### src/rtl/pp_pkg.sv
package pp_pkg;
  localparam int NIB_PER_PIX = 6;
  localparam int PIX_W       = 24;
  typedef logic [PIX_W-1:0] pixel_t;
endpackage

### src/rtl/pp_nib_pack.sv
module pp_nib_pack
  import pp_pkg::*;
(
  input  logic       clk,
  input  logic       rst_n,
  input  logic       nib_vld,
  input  logic [3:0] nib,
  input  logic       nib_err,
  input  logic       hold,
  output logic       pix_vld,
  output pixel_t     pix_data
);
  localparam logic [2:0] LAST_PH = 3'(NIB_PER_PIX - 1);

  logic [2:0] phase_q, phase_d;
  pixel_t     acc_q, acc_d, pix_d;
  logic       pv_d;
  logic [1:0] slot;
  logic [4:0] base;
  logic       take;

  // byte slot counts down from red (2) to blue (0); odd nibble takes upper half
  always_comb begin
    slot = 2'd2 - phase_q[2:1];
    base = {slot, phase_q[0], 2'b00};
  end

  always_comb begin
    phase_d = phase_q;
    acc_d   = acc_q;
    pix_d   = pix_data;
    pv_d    = 1'b0;
    take    = nib_vld & ~hold;
    if (nib_err) begin
      phase_d = '0;
    end else if (take) begin
      acc_d[base +: 4] = nib;
      if (phase_q == LAST_PH) begin
        phase_d = '0;
        pv_d    = 1'b1;
        pix_d   = acc_d;
      end else begin
        phase_d = phase_q + 3'd1;
      end
    end
  end

  always_ff @(posedge clk or negedge rst_n) begin
    if (!rst_n) begin
      phase_q  <= '0;
      acc_q    <= '0;
      pix_vld  <= 1'b0;
      pix_data <= '0;
    end else begin
      phase_q <= phase_d;
      acc_q   <= acc_d;
      pix_vld <= pv_d;
      if (pv_d) pix_data <= pix_d;
    end
  end

  assert_phase_range_R2 : assert property (@(posedge clk) disable iff (!rst_n)
    phase_q <= LAST_PH) else $error("nibble phase out of range");

  assert_idle_hold_R10 : assert property (@(posedge clk) disable iff (!rst_n)
    (!nib_vld && !nib_err) |=> (phase_q == $past(phase_q)))
    else $error("phase moved without valid nibble");
endmodule

### src/rtl/pp_swap_ctrl.sv
module pp_swap_ctrl #(
  parameter int FRAME_PIX = 768,
  parameter int AW        = 10
) (
  input  logic          clk,
  input  logic          rst_n,
  input  logic          pix_vld,
  input  logic          rx_err,
  input  logic          rd_frame_start,
  output logic [AW-1:0] wr_addr,
  output logic          wr_en,
  output logic          frame_sel,
  output logic          hold
);
  localparam logic [AW-1:0] LAST_ADDR = AW'(FRAME_PIX - 1);

  logic [AW-1:0] addr_d;
  logic          sel_d, pend_q, pend_d;
  logic          last_pix;

  always_comb begin
    last_pix = pix_vld && (wr_addr == LAST_ADDR);
    hold     = pend_q | last_pix;
    wr_en    = pix_vld & ~pend_q & ~rx_err;
  end

  always_comb begin
    addr_d = wr_addr;
    sel_d  = frame_sel;
    pend_d = pend_q;
    if (pend_q) begin
      if (rd_frame_start) begin
        sel_d  = ~frame_sel;
        pend_d = 1'b0;
        addr_d = '0;
      end
    end else if (rx_err) begin
      addr_d = '0;
    end else if (pix_vld) begin
      if (last_pix) begin
        addr_d = '0;
        pend_d = 1'b1;
      end else begin
        addr_d = wr_addr + 1'b1;
      end
    end
  end

  always_ff @(posedge clk or negedge rst_n) begin
    if (!rst_n) begin
      wr_addr   <= '0;
      frame_sel <= 1'b0;
      pend_q    <= 1'b0;
    end else begin
      wr_addr   <= addr_d;
      frame_sel <= sel_d;
      pend_q    <= pend_d;
    end
  end

  assert_swap_on_boundary_R5 : assert property (@(posedge clk) disable iff (!rst_n)
    (frame_sel != $past(frame_sel)) |-> $past(pend_q && rd_frame_start))
    else $error("swap without pending frame and boundary");

  assert_addr_range_R3 : assert property (@(posedge clk) disable iff (!rst_n)
    wr_addr <= LAST_ADDR) else $error("write address past frame");

  assert_pending_quiet_R6 : assert property (@(posedge clk) disable iff (!rst_n)
    pend_q |-> !wr_en) else $error("write while frame pending");

  assert_err_restart_R8 : assert property (@(posedge clk) disable iff (!rst_n)
    (rx_err && !pend_q) |=> (wr_addr == '0)) else $error("error did not restart");

  assert_swap_restart_R7 : assert property (@(posedge clk) disable iff (!rst_n)
    (pend_q && rd_frame_start) |=> (wr_addr == '0 && !pend_q))
    else $error("swap did not restart write side");
endmodule

### src/rtl/pp_bank_mux.sv
module pp_bank_mux
  import pp_pkg::*;
#(
  parameter int AW = 10
) (
  input  logic          frame_sel,
  input  logic          wr_en,
  input  logic [AW-1:0] wr_addr,
  input  pixel_t        wr_data,
  input  logic          rd_en,
  input  logic [AW-1:0] rd_addr,
  input  pixel_t        rdata0,
  input  pixel_t        rdata1,
  output logic [AW-1:0] addr0,
  output logic [AW-1:0] addr1,
  output pixel_t        wdata0,
  output pixel_t        wdata1,
  output logic [1:0]    we,
  output logic [1:0]    re,
  output pixel_t        rd_data
);
  logic [AW-1:0] addr_a [2];
  pixel_t        wdata_a [2];

  for (genvar gi = 0; gi < 2; gi++) begin : g_bank
    logic wr_role;
    always_comb begin
      wr_role     = (frame_sel != 1'(gi));
      addr_a[gi]  = wr_role ? wr_addr : rd_addr;
      wdata_a[gi] = wr_data;
      we[gi]      = wr_role & wr_en;
      re[gi]      = ~wr_role & rd_en;
    end
  end

  always_comb begin
    addr0   = addr_a[0];
    addr1   = addr_a[1];
    wdata0  = wdata_a[0];
    wdata1  = wdata_a[1];
    rd_data = frame_sel ? rdata1 : rdata0;
  end
endmodule

### src/rtl/pp_frame_buf.sv
module pp_frame_buf
  import pp_pkg::*;
#(
  parameter int FRAME_PIX = 768,
  localparam int AW       = (FRAME_PIX > 1) ? $clog2(FRAME_PIX) : 1
) (
  input  logic          clk,
  input  logic          rst_n,
  input  logic          rx_dv,
  input  logic          rx_er,
  input  logic [3:0]    rx_nib,
  input  logic          rd_frame_start,
  input  logic          rd_en,
  input  logic [AW-1:0] rd_addr,
  output logic [23:0]   rd_data,
  output logic          frame_sel,
  output logic [AW-1:0] b0_addr,
  output logic [23:0]   b0_wdata,
  output logic          b0_we,
  output logic          b0_re,
  input  logic [23:0]   b0_rdata,
  output logic [AW-1:0] b1_addr,
  output logic [23:0]   b1_wdata,
  output logic          b1_we,
  output logic          b1_re,
  input  logic [23:0]   b1_rdata
);
  logic [1:0]    rst_sync_q;
  logic          rst_q_n;
  logic          pix_vld, hold, wr_en;
  pixel_t        pix_data;
  logic [AW-1:0] wr_addr;
  logic [1:0]    we_v, re_v;

  // asynchronous assertion, synchronous release
  always_ff @(posedge clk or negedge rst_n) begin
    if (!rst_n) rst_sync_q <= 2'b00;
    else        rst_sync_q <= {rst_sync_q[0], 1'b1};
  end
  assign rst_q_n = rst_sync_q[1];

  pp_nib_pack u_pack (
    .clk      (clk),
    .rst_n    (rst_q_n),
    .nib_vld  (rx_dv),
    .nib      (rx_nib),
    .nib_err  (rx_er),
    .hold     (hold),
    .pix_vld  (pix_vld),
    .pix_data (pix_data)
  );

  pp_swap_ctrl #(.FRAME_PIX(FRAME_PIX), .AW(AW)) u_swap (
    .clk            (clk),
    .rst_n          (rst_q_n),
    .pix_vld        (pix_vld),
    .rx_err         (rx_er),
    .rd_frame_start (rd_frame_start),
    .wr_addr        (wr_addr),
    .wr_en          (wr_en),
    .frame_sel      (frame_sel),
    .hold           (hold)
  );

  pp_bank_mux #(.AW(AW)) u_mux (
    .frame_sel (frame_sel),
    .wr_en     (wr_en),
    .wr_addr   (wr_addr),
    .wr_data   (pix_data),
    .rd_en     (rd_en),
    .rd_addr   (rd_addr),
    .rdata0    (b0_rdata),
    .rdata1    (b1_rdata),
    .addr0     (b0_addr),
    .addr1     (b1_addr),
    .wdata0    (b0_wdata),
    .wdata1    (b1_wdata),
    .we        (we_v),
    .re        (re_v),
    .rd_data   (rd_data)
  );

  assign b0_we = we_v[0];
  assign b1_we = we_v[1];
  assign b0_re = re_v[0];
  assign b1_re = re_v[1];

  assert_one_writer_R3 : assert property (@(posedge clk) disable iff (!rst_q_n)
    !(b0_we && b1_we)) else $error("both banks written");

  assert_read_bank_quiet_R4 : assert property (@(posedge clk) disable iff (!rst_q_n)
    frame_sel ? !b1_we : !b0_we) else $error("read bank written");

  assert_read_path_R4 : assert property (@(posedge clk) disable iff (!rst_q_n)
    frame_sel ? (b1_addr == rd_addr && b1_re == rd_en)
              : (b0_addr == rd_addr && b0_re == rd_en))
    else $error("read bank not on reader address");
endmodule

### config.mk
export PLATFORM = sky130hd
export DESIGN_NAME = pp_frame_buf
export DESIGN_NICKNAME = d
export VERILOG_FILES = /design/src/rtl/pp_pkg.sv /design/src/rtl/pp_nib_pack.sv /design/src/rtl/pp_swap_ctrl.sv /design/src/rtl/pp_bank_mux.sv /design/src/rtl/pp_frame_buf.sv
export SDC_FILE = /design/constraint.sdc
export NUM_CORES = 1
export LEC_CHECK = 0
export BUFFER_PORTS_ARGS = -buffer_cell sky130_fd_sc_hd__clkbuf_2
export CAP_MARGIN = 10
export CORE_ASPECT_RATIO = 0.5
export CORE_MARGIN = 2
export CORE_UTILIZATION = 35
export DETAILED_ROUTE_END_ITERATION = 12
export HOLD_SLACK_MARGIN = 0.03
export PLACE_DENSITY = 0.73
export SETUP_SLACK_MARGIN = 0.5
export SYNTH_ARGS = -nofsm -noshare
export SYNTH_HDL_FRONTEND = slang
export SYNTH_SLANG_ARGS = --single-unit
export TNS_END_PERCENT = 100
### constraint.sdc
create_clock -name clk -period 2 [get_ports clk]
set_clock_uncertainty 0.05 [all_clocks]
set_input_delay 0.4 -clock clk [delete_from_list [all_inputs] [get_ports clk]]
set_output_delay 0.4 -clock clk [all_outputs]
set_load 0.01 [all_outputs]
== After elaboration in Yosys (flattened, before gate mapping) ==
Cells that the tools add are included.
Storage, ports and cells
  output and inout bits: 97
  input port bits: 68
  logic and storage cells: 56
  register bits after elaboration: 66
Operators by class
  equal/unequal tests: 3
  reductions and logical operators: 7
  multiplexer cells: 20
  shift-type cells: 2
  add/subtract/negate cells: 4
  bitwise gates (word level): 12
Operators by type and width (number)
  two-way mux 10 bit: 7
  bitwise mux 24 bit: 1
  two-way mux 24 bit: 1
  variable shift 4 x 7 -> 24 bit (first input constant): 1
  indexed part select 4 x 7 -> 24 bit: 1
  adder 10 x 1 -> 10 bit (second input constant): 1
  == test 10 bit (second input constant): 1
  two-way mux 3 bit: 3
  two-way mux 1 bit: 8
  bitwise AND 1 bit: 7
  negator 5 -> 7 bit: 1
  AND reduction 2 bit: 3
  inverter 1 bit: 4
  AND reduction 4 bit: 1
  adder 3 x 1 -> 3 bit (second input constant): 1
  == test 3 bit (second input constant): 1
  nonzero test 3 bit: 1
  != test 2 bit (second input constant): 1
  nonzero test 2 bit: 1
  subtractor 2 bit (first input constant): 1
  logical AND 1 bit: 1
  OR 1 bit: 1

== Depth between registers and ports, before layout ==
Gate-level depths: netlist of the first run.
  depth after elaboration: 8
  gate-level depth with buffers: 9
  mapped depth without buffers: 8

== By module ==
From an unflattened synthesis of the first run, not the netlist that was laid out.
Second synthesis, totals
  cells, all modules: 415
  area total of the unflattened synthesis: 4357.9 um2
Modules (own cells, without submodules)
  pp_nib_pack: area each 2687.6 um2, times used 1, cells each 244
  pp_bank_mux: area each 984.7 um2, times used 1, cells each 101
  pp_swap_ctrl: area each 631.9 um2, times used 1, cells each 67
  pp_frame_buf: area each 53.8 um2, times used 1, cells each 3

== Worst setup path before layout of the first run ==
OpenSTA, ideal clock, no wires.
  path type: register -> register
  start point: register u_pack.phase_q[0]
  end point: register u_pack.acc_q[20]
  arrival time: 2.147 ns
  slack: -0.321 ns
  path buffers: 2
  required time: 1.825 ns
  cell stages (with the launch flop): 9
  clock period less this slack: 2.321 ns
  cells stage by stage: dfrtp_1 buf_2 inv_1 ha_1 ha_1 buf_2 nor3b_2 and2_4 mux2_2
Between the ends
  cells in the longest elaborated chain, start to end: 3
RTL lines
  start: declaration: line pp_nib_pack.sv:15  | logic [2:0] phase_q, phase_d;
  start signal: assignment: line pp_nib_pack.sv:55  | phase_q <= phase_d;
  negator 5 -> 7 bit *: line pp_nib_pack.sv:37  | acc_d[base +: 4] = nib;
  indexed part select 4 x 7 -> 24 bit or variable shift 4 x 7 -> 24 bit (tied branches): line pp_nib_pack.sv:37
  bitwise mux 24 bit *: line pp_nib_pack.sv:37
  end signal: assignment: line pp_nib_pack.sv:51  | acc_q <= '0;
  end signal: assignment: line pp_nib_pack.sv:56  | acc_q <= acc_d;
  end: declaration: line pp_nib_pack.sv:16  | pixel_t acc_q, acc_d, pix_d;
Mark *: on every way between the ends. The rest lies on a longest branch, timed or not.
A chain may end at the register's enable or synchronous reset.

== Worst setup path in the final report of the first run ==
  start point: register u_swap.frame_sel
  end point: output port b1_addr[4]
Between the ends
  cells in the longest elaborated chain, start to end: 1
RTL lines
  start: declaration: line pp_swap_ctrl.sv:12  | output logic frame_sel,
  start signal: assignment: line pp_swap_ctrl.sv:56  | frame_sel <= sel_d;
  two-way mux 10 bit: line pp_bank_mux.sv:29  | addr_a[gi] = wr_role ? wr_addr : rd_addr;
  end: declaration: line pp_frame_buf.sv:22  | output logic [AW-1:0] b1_addr,
No other way between the ends.

==> results of run 1 <==
## repair_timing
| action | CTS | global route |
|---|---|---|
| hold buffers | 1 | 0 |
| endpoints found under the hold margin | 2 | 0 |
| gates resized for setup | 57 | 169 |
| setup buffers | 25 | 6 |
| gates cloned | 2 | 2 |
| endpoints found under the setup margin | 111 | 111 |
| pin swaps | 17 | 19 |
## worst max-delay path: cells and delay by family (launching register included)
| family | cells | cell delay [ns] |
|---|---|---|
| multiplexers | 1 | 0.30 |
| buffers and inverters | 3 | 0.43 |
| flip-flops | 1 | 0.45 |
## registers in the layout (all words and copies together) (netlist names)
| name | cells |
|---|---|
| u_pack.pix_vld | 1 |
| u_swap.wr_addr | 10 |
| u_swap.pend_q | 1 |
| u_pack.pix_data | 24 |
| u_pack.acc_q | 24 |
| u_pack.phase_q | 3 |
| u_swap.frame_sel | 1 |
| rst_sync_q | 2 |
## routing by layer
layer / up-vias / track usage, % / share of wire, %
met5: - / 0 / 0
met4: 0 / 4.21 / 1.4
met3: 20 / 3.93 / 3.9
met2: 82 / 29.5 / 51
met1: 1679 / 21.8 / 44
li1: 1681 / - / -
## logic make-up (layout without fill, tap and decap cells)
family | after synthesis | in the layout
fa+ha+maj | 7 | 7
compound gates | 57 | 57
buf+inv | 47 | 249
flops | 66 | 66
other cells | 1 | 1
mux | 80 | 80
simple gates | 103 | 103
xor+xnor | 5 | 5
## synthesized netlist by cell type, types with 2 or more instances
master and n:
sky130_fd_sc_hd__a21oi_1 3, sky130_fd_sc_hd__o21ai_0 32, sky130_fd_sc_hd__inv_1 6, sky130_fd_sc_hd__ha_1 7, sky130_fd_sc_hd__nor2_2 2, sky130_fd_sc_hd__mux2i_1 20
sky130_fd_sc_hd__xnor2_1 4, sky130_fd_sc_hd__nand4_1 3, sky130_fd_sc_hd__dfrtp_1 66, sky130_fd_sc_hd__nor2b_1 4, sky130_fd_sc_hd__nand3_1 7, sky130_fd_sc_hd__nor2_1 8
sky130_fd_sc_hd__buf_2 8, sky130_fd_sc_hd__mux2_2 60, sky130_fd_sc_hd__or3_1 2, sky130_fd_sc_hd__nand2_1 39, sky130_fd_sc_hd__clkbuf_1 4, sky130_fd_sc_hd__buf_1 4
sky130_fd_sc_hd__and3_1 2, sky130_fd_sc_hd__nor3b_2 2, sky130_fd_sc_hd__a22oi_1 4, sky130_fd_sc_hd__a22o_1 5, sky130_fd_sc_hd__or2_2 3, sky130_fd_sc_hd__nand2b_1 3
sky130_fd_sc_hd__nor3_1 4, sky130_fd_sc_hd__o31ai_1 3, sky130_fd_sc_hd__and2_1 9, sky130_fd_sc_hd__or4_1 3, sky130_fd_sc_hd__nor4_1 2, sky130_fd_sc_hd__buf_4 25
## cell usage in the layout, fill, tap and decap left out, types with 3 or more instances in the layout
master                       instances
sky130_fd_sc_hd__clkbuf_2          115
sky130_fd_sc_hd__buf_6              62
sky130_fd_sc_hd__dfrtp_1            59
sky130_fd_sc_hd__mux2_4             50
sky130_fd_sc_hd__buf_4              35
sky130_fd_sc_hd__nand2_1            34
sky130_fd_sc_hd__mux2i_1            16
sky130_fd_sc_hd__o21ai_1            16
sky130_fd_sc_hd__o21ai_0            15
sky130_fd_sc_hd__clkbuf_16          11
sky130_fd_sc_hd__mux2_2             10
sky130_fd_sc_hd__dfrtp_2             7
sky130_fd_sc_hd__and2_1              6
sky130_fd_sc_hd__nor2_1              6
sky130_fd_sc_hd__buf_12              6
sky130_fd_sc_hd__nand3_1             5
sky130_fd_sc_hd__a22o_1              5
sky130_fd_sc_hd__nand2_2             4
sky130_fd_sc_hd__and2_4              4
sky130_fd_sc_hd__xnor2_1             4
sky130_fd_sc_hd__mux2i_2             4
sky130_fd_sc_hd__inv_2               3
sky130_fd_sc_hd__inv_1               3
sky130_fd_sc_hd__nor2_4              3
sky130_fd_sc_hd__nor2b_1             3
sky130_fd_sc_hd__nor3_4              3
sky130_fd_sc_hd__nand4_1             3
sky130_fd_sc_hd__o31ai_1             3
sky130_fd_sc_hd__a21oi_2             3
sky130_fd_sc_hd__ha_4                3
sky130_fd_sc_hd__clkinvlp_4          3
sky130_fd_sc_hd__buf_2               3
## worst max path at each step
stage	cells past startpoint	to	slack, ns	startpoint
6_report	4	b1_addr[4]	0.03	u_swap.frame_sel
3_5_place_dp	8	u_pack.pix_data[16]	-0.008	u_pack.phase_q[2]
2_1_floorplan	9	u_pack.acc_q[16]	-0.22	u_pack.phase_q[0]
3_3_place_gp	8	u_pack.pix_data[19]	0.04	u_pack.phase_q[2]
5_1_grt	8	u_pack.pix_data[20]	-0.06	u_pack.phase_q[2]
4_1_cts	8	u_pack.pix_data[16]	0.04	u_pack.phase_q[2]
## metrics by stage
step	TNS, ns	cell area (um2)
floorplan	-1.81	4120
global placement	0	5040
detailed placement	-0.00812	5040
CTS	0	5800
global route	-0.650	6440
finish	0	6440
## layout make-up
class / count / area [um2] / area share, %
repair buffers: 227 / 1800 / 28.0
clock inverters: 6 / 66.3 / 1.03
inverters: 6 / 22.5 / 0.350
well taps: 145 / 181 / 2.82
flip-flops and latches: 66 / 1660 / 25.8
clock buffers: 10 / 239 / 3.71
multi-input cells: 253 / 2470 / 38.4
## power by group
part	internal [mW]	switching [mW]	total, mW
Clock	0.997	0.598	1.60
Sequential	1.41	0.0568	1.47
Combinational	0.793	0.525	1.32
==> run summary, run 1 <==
FLOORPLANNING
--------------------------------------------------------------------------------------------------
I/O pin count                                                                                  165
Overall die width                                                                           154 um
Initial Util                                                                                 35.8%
Core Box Area                                                                           0.0110 mm2
Count of standard-cell rows                                                                     27
Vertical die dimension                                                                     78.9 um
Die outline area                                                                        0.0121 mm2

GLOBAL ROUTING
--------------------------------------------------------------------------------------------------
Overall track demand over capacity in global routing                                         17.0%
First-pass GRT wire length                                                                 16.4 mm
Via count of the first global-routing pass                                                    3304
Number of antenna violations at the first check in global routing                                0
Remaining Overflow, GRT                                                                          0
Pin count of the biggest net entering global routing                                            49

CLOCK TREE
--------------------------------------------------------------------------------------------------
Deepest clock path buffer count                                                                  2
Number of levels the H-tree was split into                                                       3
TritonCTS sink count                                                                            66
Cts bufs inserted                                                                                9
Clock insertion delay at the later pin of the skew report                                  0.34 ns
Buffer cell driving the clock tree root                                               sky130_fd_sc_hd__clkbuf_16
Clock transition time at the flip-flop clock pins of the worst setup and hold paths        0.06 ns
CTS tree                                                                                      done

SYNTHESIS
--------------------------------------------------------------------------------------------------
Total standard cell area after synthesis                                               0.00393 mm2
Share of the yosys chip area belonging to registers                                          42.0%
Yosys warning total                                                                              0
FF+latch count, synth                                                                           66
Avg Inst Size Synth                                                                       10.7 um2
Share of synthesized registers carrying an async set or reset                                 100%
Area share of xor/xnor cells in the synthesized design                                       1.11%
Multiplexer share of the synthesized area                                                    22.3%
Area share of fa/ha/maj cells after synthesis                                                2.23%
Biggest area contributors in the synthesized netlist                                  sky130_fd_sc_hd__dfrtp_1 42%, sky130_fd_sc_hd__mux2_2 17%, sky130_fd_sc_hd__mux2i_1 5.1%, sky130_fd_sc_hd__buf_4 4.8%, sky130_fd_sc_hd__o21ai_0 4.1%
Area fraction in compound gates after synthesis                                              10.1%
Leading area contributor after synthesis                                              sky130_fd_sc_hd__dfrtp_1
Top-area cell type share of the netlist area                                                 42.0%
Area fraction in and, or, nand and nor cells after synthesis                                 15.0%
Syn nets                                                                                       441
Number of distinct library cells after synthesis                                                52
Syn Inst Count                                                                                 366
Dominant combinational cell family by area after synthesis                            multiplexers
EDFF count, synth                                                                                0
Most frequently used flop master after synthesis                                      sky130_fd_sc_hd__dfrtp_1

STA
--------------------------------------------------------------------------------------------------
Transition time of the tightest slew-check pin                                            0.541 ns
Max-slew violations                                                                              0
Shortest clock period the worst path allows after layout                                   1.97 ns
Setup repair after global routing missed its margin                                            yes
Final period util                                                                            98.4%
Worst slew margin relative to its limit                                                      63.9%
Count of endpoints failing setup in the final report                                             0
Hold WS                                                                                   0.197 ns
Final hold viol count                                                                            0
Worst-case setup margin in the final layout                                              0.0312 ns
Max Fclk                                                                                 0.508 GHz

PLACEMENT
--------------------------------------------------------------------------------------------------
RePlAce Congestion                                                                           0.791
Cell count after placement                                                                     661
Pre-CTS setup slack                                                                    -0.00812 ns
Placed wire-length estimate                                                                7.29 mm
Number of port buffers                                                                         164

CRITICAL PATH
--------------------------------------------------------------------------------------------------
FF-to-FF End                                                                          u_pack.acc_q[21]
Register-to-register path setup slack                                                      0.04 ns
Delay of the slowest cell on the worst path                                                0.45 ns
Crit path required time                                                                    1.55 ns
Most used cell along the critical path                                                sky130_fd_sc_hd__buf_6
WS Path Type                                                                               reg2out
Cells traversed along the worst timing path                                           buf_6 > clkbuf_16 > mux2_4 > buf_6
Category of the worst setup path capture point                                        primary output
RR Startpoint                                                                         u_pack.phase_q[1]
Crit path max fanout                                                                             8
Reg2Reg Depth                                                                                    8
Slowest stage cell on the critical path                                               sky130_fd_sc_hd__dfrtp_2
Crit path DAT                                                                              1.52 ns
Setup crit start kind                                                                         flop

DRT
--------------------------------------------------------------------------------------------------
Number of iterations in the first detailed-routing pass                                          4
DRC violation count after routing                                                                0
DR vias                                                                                       3462
Initial DRC Count                                                                              146
Detailed-route vias per instance                                                              4.86
Total wirelength of the detailed-routed design                                             11.3 mm
Routed Antenna Nets                                                                              0
Routed WL per cell                                                                         15.9 um

PWR
--------------------------------------------------------------------------------------------------
Worst VDD drop                                                                          0.000338 V
Leakage dissipation                                                                        3.13 nW
Total power density per cell area                                                       680 mW/mm2
Total power consumption of the routed design                                               4.38 mW

CELLS AND AREA
--------------------------------------------------------------------------------------------------
Number of inserted filler cells in the final layout                                            864
Non-filler cells in the finished layout                                                        713
Share of the core filled with cells                                                          58.7%
Number of nets at the end of the flow                                                          638
Area added between synthesis and finish                                                      64.0%
Antenna Cells                                                                                    0
Fraction of final layout cells with drive strength greater than 1                            65.5%

HOLD PATH
--------------------------------------------------------------------------------------------------
Min-Delay Path Class                                                                     reg2async

FLOW RUN
--------------------------------------------------------------------------------------------------
Max-capacitance violation count                                                                  0

STATUS
--------------------------------------------------------------------------------------------------
Result of the run                                                                     finished, final reports clean

Power figures use the tool's default switching activity.
==> inputs of run 2 (changes only) <==
--- a/config.mk
+++ b/config.mk
@@ -8,7 +8,7 @@
 export BUFFER_PORTS_ARGS = -buffer_cell sky130_fd_sc_hd__clkbuf_2
 export CAP_MARGIN = 10
 export CORE_ASPECT_RATIO = 0.5
-export CORE_MARGIN = 2
+export CORE_MARGIN = 10
 export CORE_UTILIZATION = 35
 export DETAILED_ROUTE_END_ITERATION = 12
 export HOLD_SLACK_MARGIN = 0.03
==> run summary, run 2 (synthesized netlist as in run 1, its figures left out) <==
STATUS
--------------------------------------------------------------------------------------------------
Result of the run                                                                     finished, final reports clean

CLOCK TREE
--------------------------------------------------------------------------------------------------
Clock transition time at the flip-flop clock pins of the worst setup and hold paths        0.06 ns
CTS tree                                                                                      done
Buffer cell driving the clock tree root                                               sky130_fd_sc_hd__clkbuf_16
TritonCTS sink count                                                                            66
Cts bufs inserted                                                                                9
Clock insertion delay at the later pin of the skew report                                  0.33 ns
Deepest clock path buffer count                                                                  2
Number of levels the H-tree was split into                                                       3

PLACEMENT
--------------------------------------------------------------------------------------------------
Placed wire-length estimate                                                                8.43 mm
RePlAce Congestion                                                                           0.778
Pre-CTS setup slack                                                                     -0.0588 ns
Number of port buffers                                                                         164
Cell count after placement                                                                     659

CRITICAL PATH
--------------------------------------------------------------------------------------------------
Category of the worst setup path capture point                                        primary output
Slowest stage cell on the critical path                                               sky130_fd_sc_hd__dfrtp_2
Crit path DAT                                                                              1.54 ns
RR Startpoint                                                                         u_pack.phase_q[1]
Cells traversed along the worst timing path                                           buf_12 > clkbuf_16 > mux2_4 > buf_6
Count of buffering cells on the critical path with inverters included                            3
Crit path max fanout                                                                             6
Crit path required time                                                                    1.55 ns
Family of cells with the greatest summed delay on the critical path                   buffers and inverters
Setup crit start kind                                                                         flop
Delay of the slowest cell on the worst path                                                0.44 ns
WS Path Type                                                                               reg2out
Launch point of the critical path                                                     u_swap.frame_sel

PWR
--------------------------------------------------------------------------------------------------
Worst VDD drop                                                                          0.000389 V
Total power density per cell area                                                       684 mW/mm2
Leakage dissipation                                                                        3.11 nW
Total power consumption of the routed design                                               4.41 mW

GLOBAL ROUTING
--------------------------------------------------------------------------------------------------
First-pass GRT wire length                                                                 18.2 mm
Remaining Overflow, GRT                                                                          0
Number of antenna violations at the first check in global routing                                0
Via count of the first global-routing pass                                                    3506
Overall track demand over capacity in global routing                                         14.1%
Pin count of the biggest net entering global routing                                            52

DRT
--------------------------------------------------------------------------------------------------
Initial DRC Count                                                                              186
DR vias                                                                                       3514
DRC violation count after routing                                                                0
Routed Antenna Nets                                                                              0
Total wirelength of the detailed-routed design                                             12.4 mm
Number of iterations in the first detailed-routing pass                                          4
Detailed-route vias per instance                                                              4.95
Routed WL per cell                                                                         17.5 um

CELLS AND AREA
--------------------------------------------------------------------------------------------------
Non-filler cells in the finished layout                                                        710
Largest registers                                                                     u_pack.acc_q x24, u_pack.pix_data x24, u_swap.wr_addr x10
Antenna Cells                                                                                    0
Leading cell type in the layout, fill and taps excluded                               sky130_fd_sc_hd__clkbuf_2
Fraction of final layout cells with drive strength greater than 1                            64.6%
Number of nets at the end of the flow                                                          635
Area added between synthesis and finish                                                      64.1%
Most frequent cells in the layout                                                     115 x sky130_fd_sc_hd__clkbuf_2, 60 x sky130_fd_sc_hd__dfrtp_1, 59 x sky130_fd_sc_hd__buf_6
Share of the core filled with cells                                                          58.7%
Number of inserted filler cells in the final layout                                            870

STA
--------------------------------------------------------------------------------------------------
Max-slew violations                                                                              0
Max Fclk                                                                                 0.503 GHz
Hold WS                                                                                   0.138 ns
Setup repair after global routing missed its margin                                            yes
Final hold viol count                                                                            0
Shortest clock period the worst path allows after layout                                   1.99 ns
Final period util                                                                            99.3%
Count of endpoints failing setup in the final report                                             0
Worst-case setup margin in the final layout                                              0.0134 ns

FLOW RUN
--------------------------------------------------------------------------------------------------
Max-capacitance violation count                                                                  0

FLOORPLANNING
--------------------------------------------------------------------------------------------------
Overall die width                                                                           170 um
Vertical die dimension                                                                     94.9 um
Count of standard-cell rows                                                                     27
Initial Util                                                                                 35.8%
Die outline area                                                                        0.0161 mm2
I/O pin count                                                                                  165
Core Box Area                                                                           0.0110 mm2

HOLD PATH
--------------------------------------------------------------------------------------------------
Min-Delay Path Class                                                                     reg2async

## run 2: final cells by class
type	instances	area [um2]	area share, %
Multi-Input combinational cell	253	2470	38.3
Timing Repair Buffer	224	1810	28.1
Sequential cell	66	1660	25.7
Clock buffer	9	225	3.49
Tap cell	145	181	2.81
Clock inverter	7	77.6	1.20
Inverter	6	22.5	0.349
## run 2: final timing paths
kind / to / slack [ns] / cells past startpoint
min reg2reg: u_swap.wr_addr[0] / 0.14 / 0
min in group clk: rst_sync_q[1] / 0.30 / 0
max reg2reg: u_pack.acc_q[21] / 0.01 / 8
min: u_swap.wr_addr[0] / 0.14 / 0
max: rd_data[1] / 0.01 / 4
max in group asynchronous: u_pack.acc_q[5] / 1.18 / 1
## run 2: timing repair
action,4_1_cts,5_1_grt
buffers inserted,19,9
hold endpoints to repair,2,0
pin swaps,16,16
resized for setup,49,182
cloned,3,3
endpoints found under the setup margin,111,111
hold buffers,1,0
## run 2: routing by layer
layer | vias to the layer above | GRT usage, % | wire (um) | part of all wire [%]
met5 | - | 0 | 0 | 0
met4 | 0 | 3.19 | 184 | 1.5
met3 | 16 | 4.62 | 780 | 6.3
met2 | 100 | 25.6 | 6420 | 52
met1 | 1728 | 15.9 | 5040 | 41
li1 | 1670 | - | - | -
## run 2: per-stage QoR
step	TNS [ns]	cell area [um2]
2_1_floorplan	-1.81	4120
3_3_place_gp	0	5020
3_5_place_dp	-0.177	5020
4_1_cts	0	5740
5_1_grt	-0.347	6450
6_report	0	6450
## run 2: power by group
| part | switching, mW | internal (mW) |
|---|---|---|
| registers | 0.0534 | 1.41 |
| clock network | 0.605 | 0.974 |
| logic | 0.543 | 0.828 |
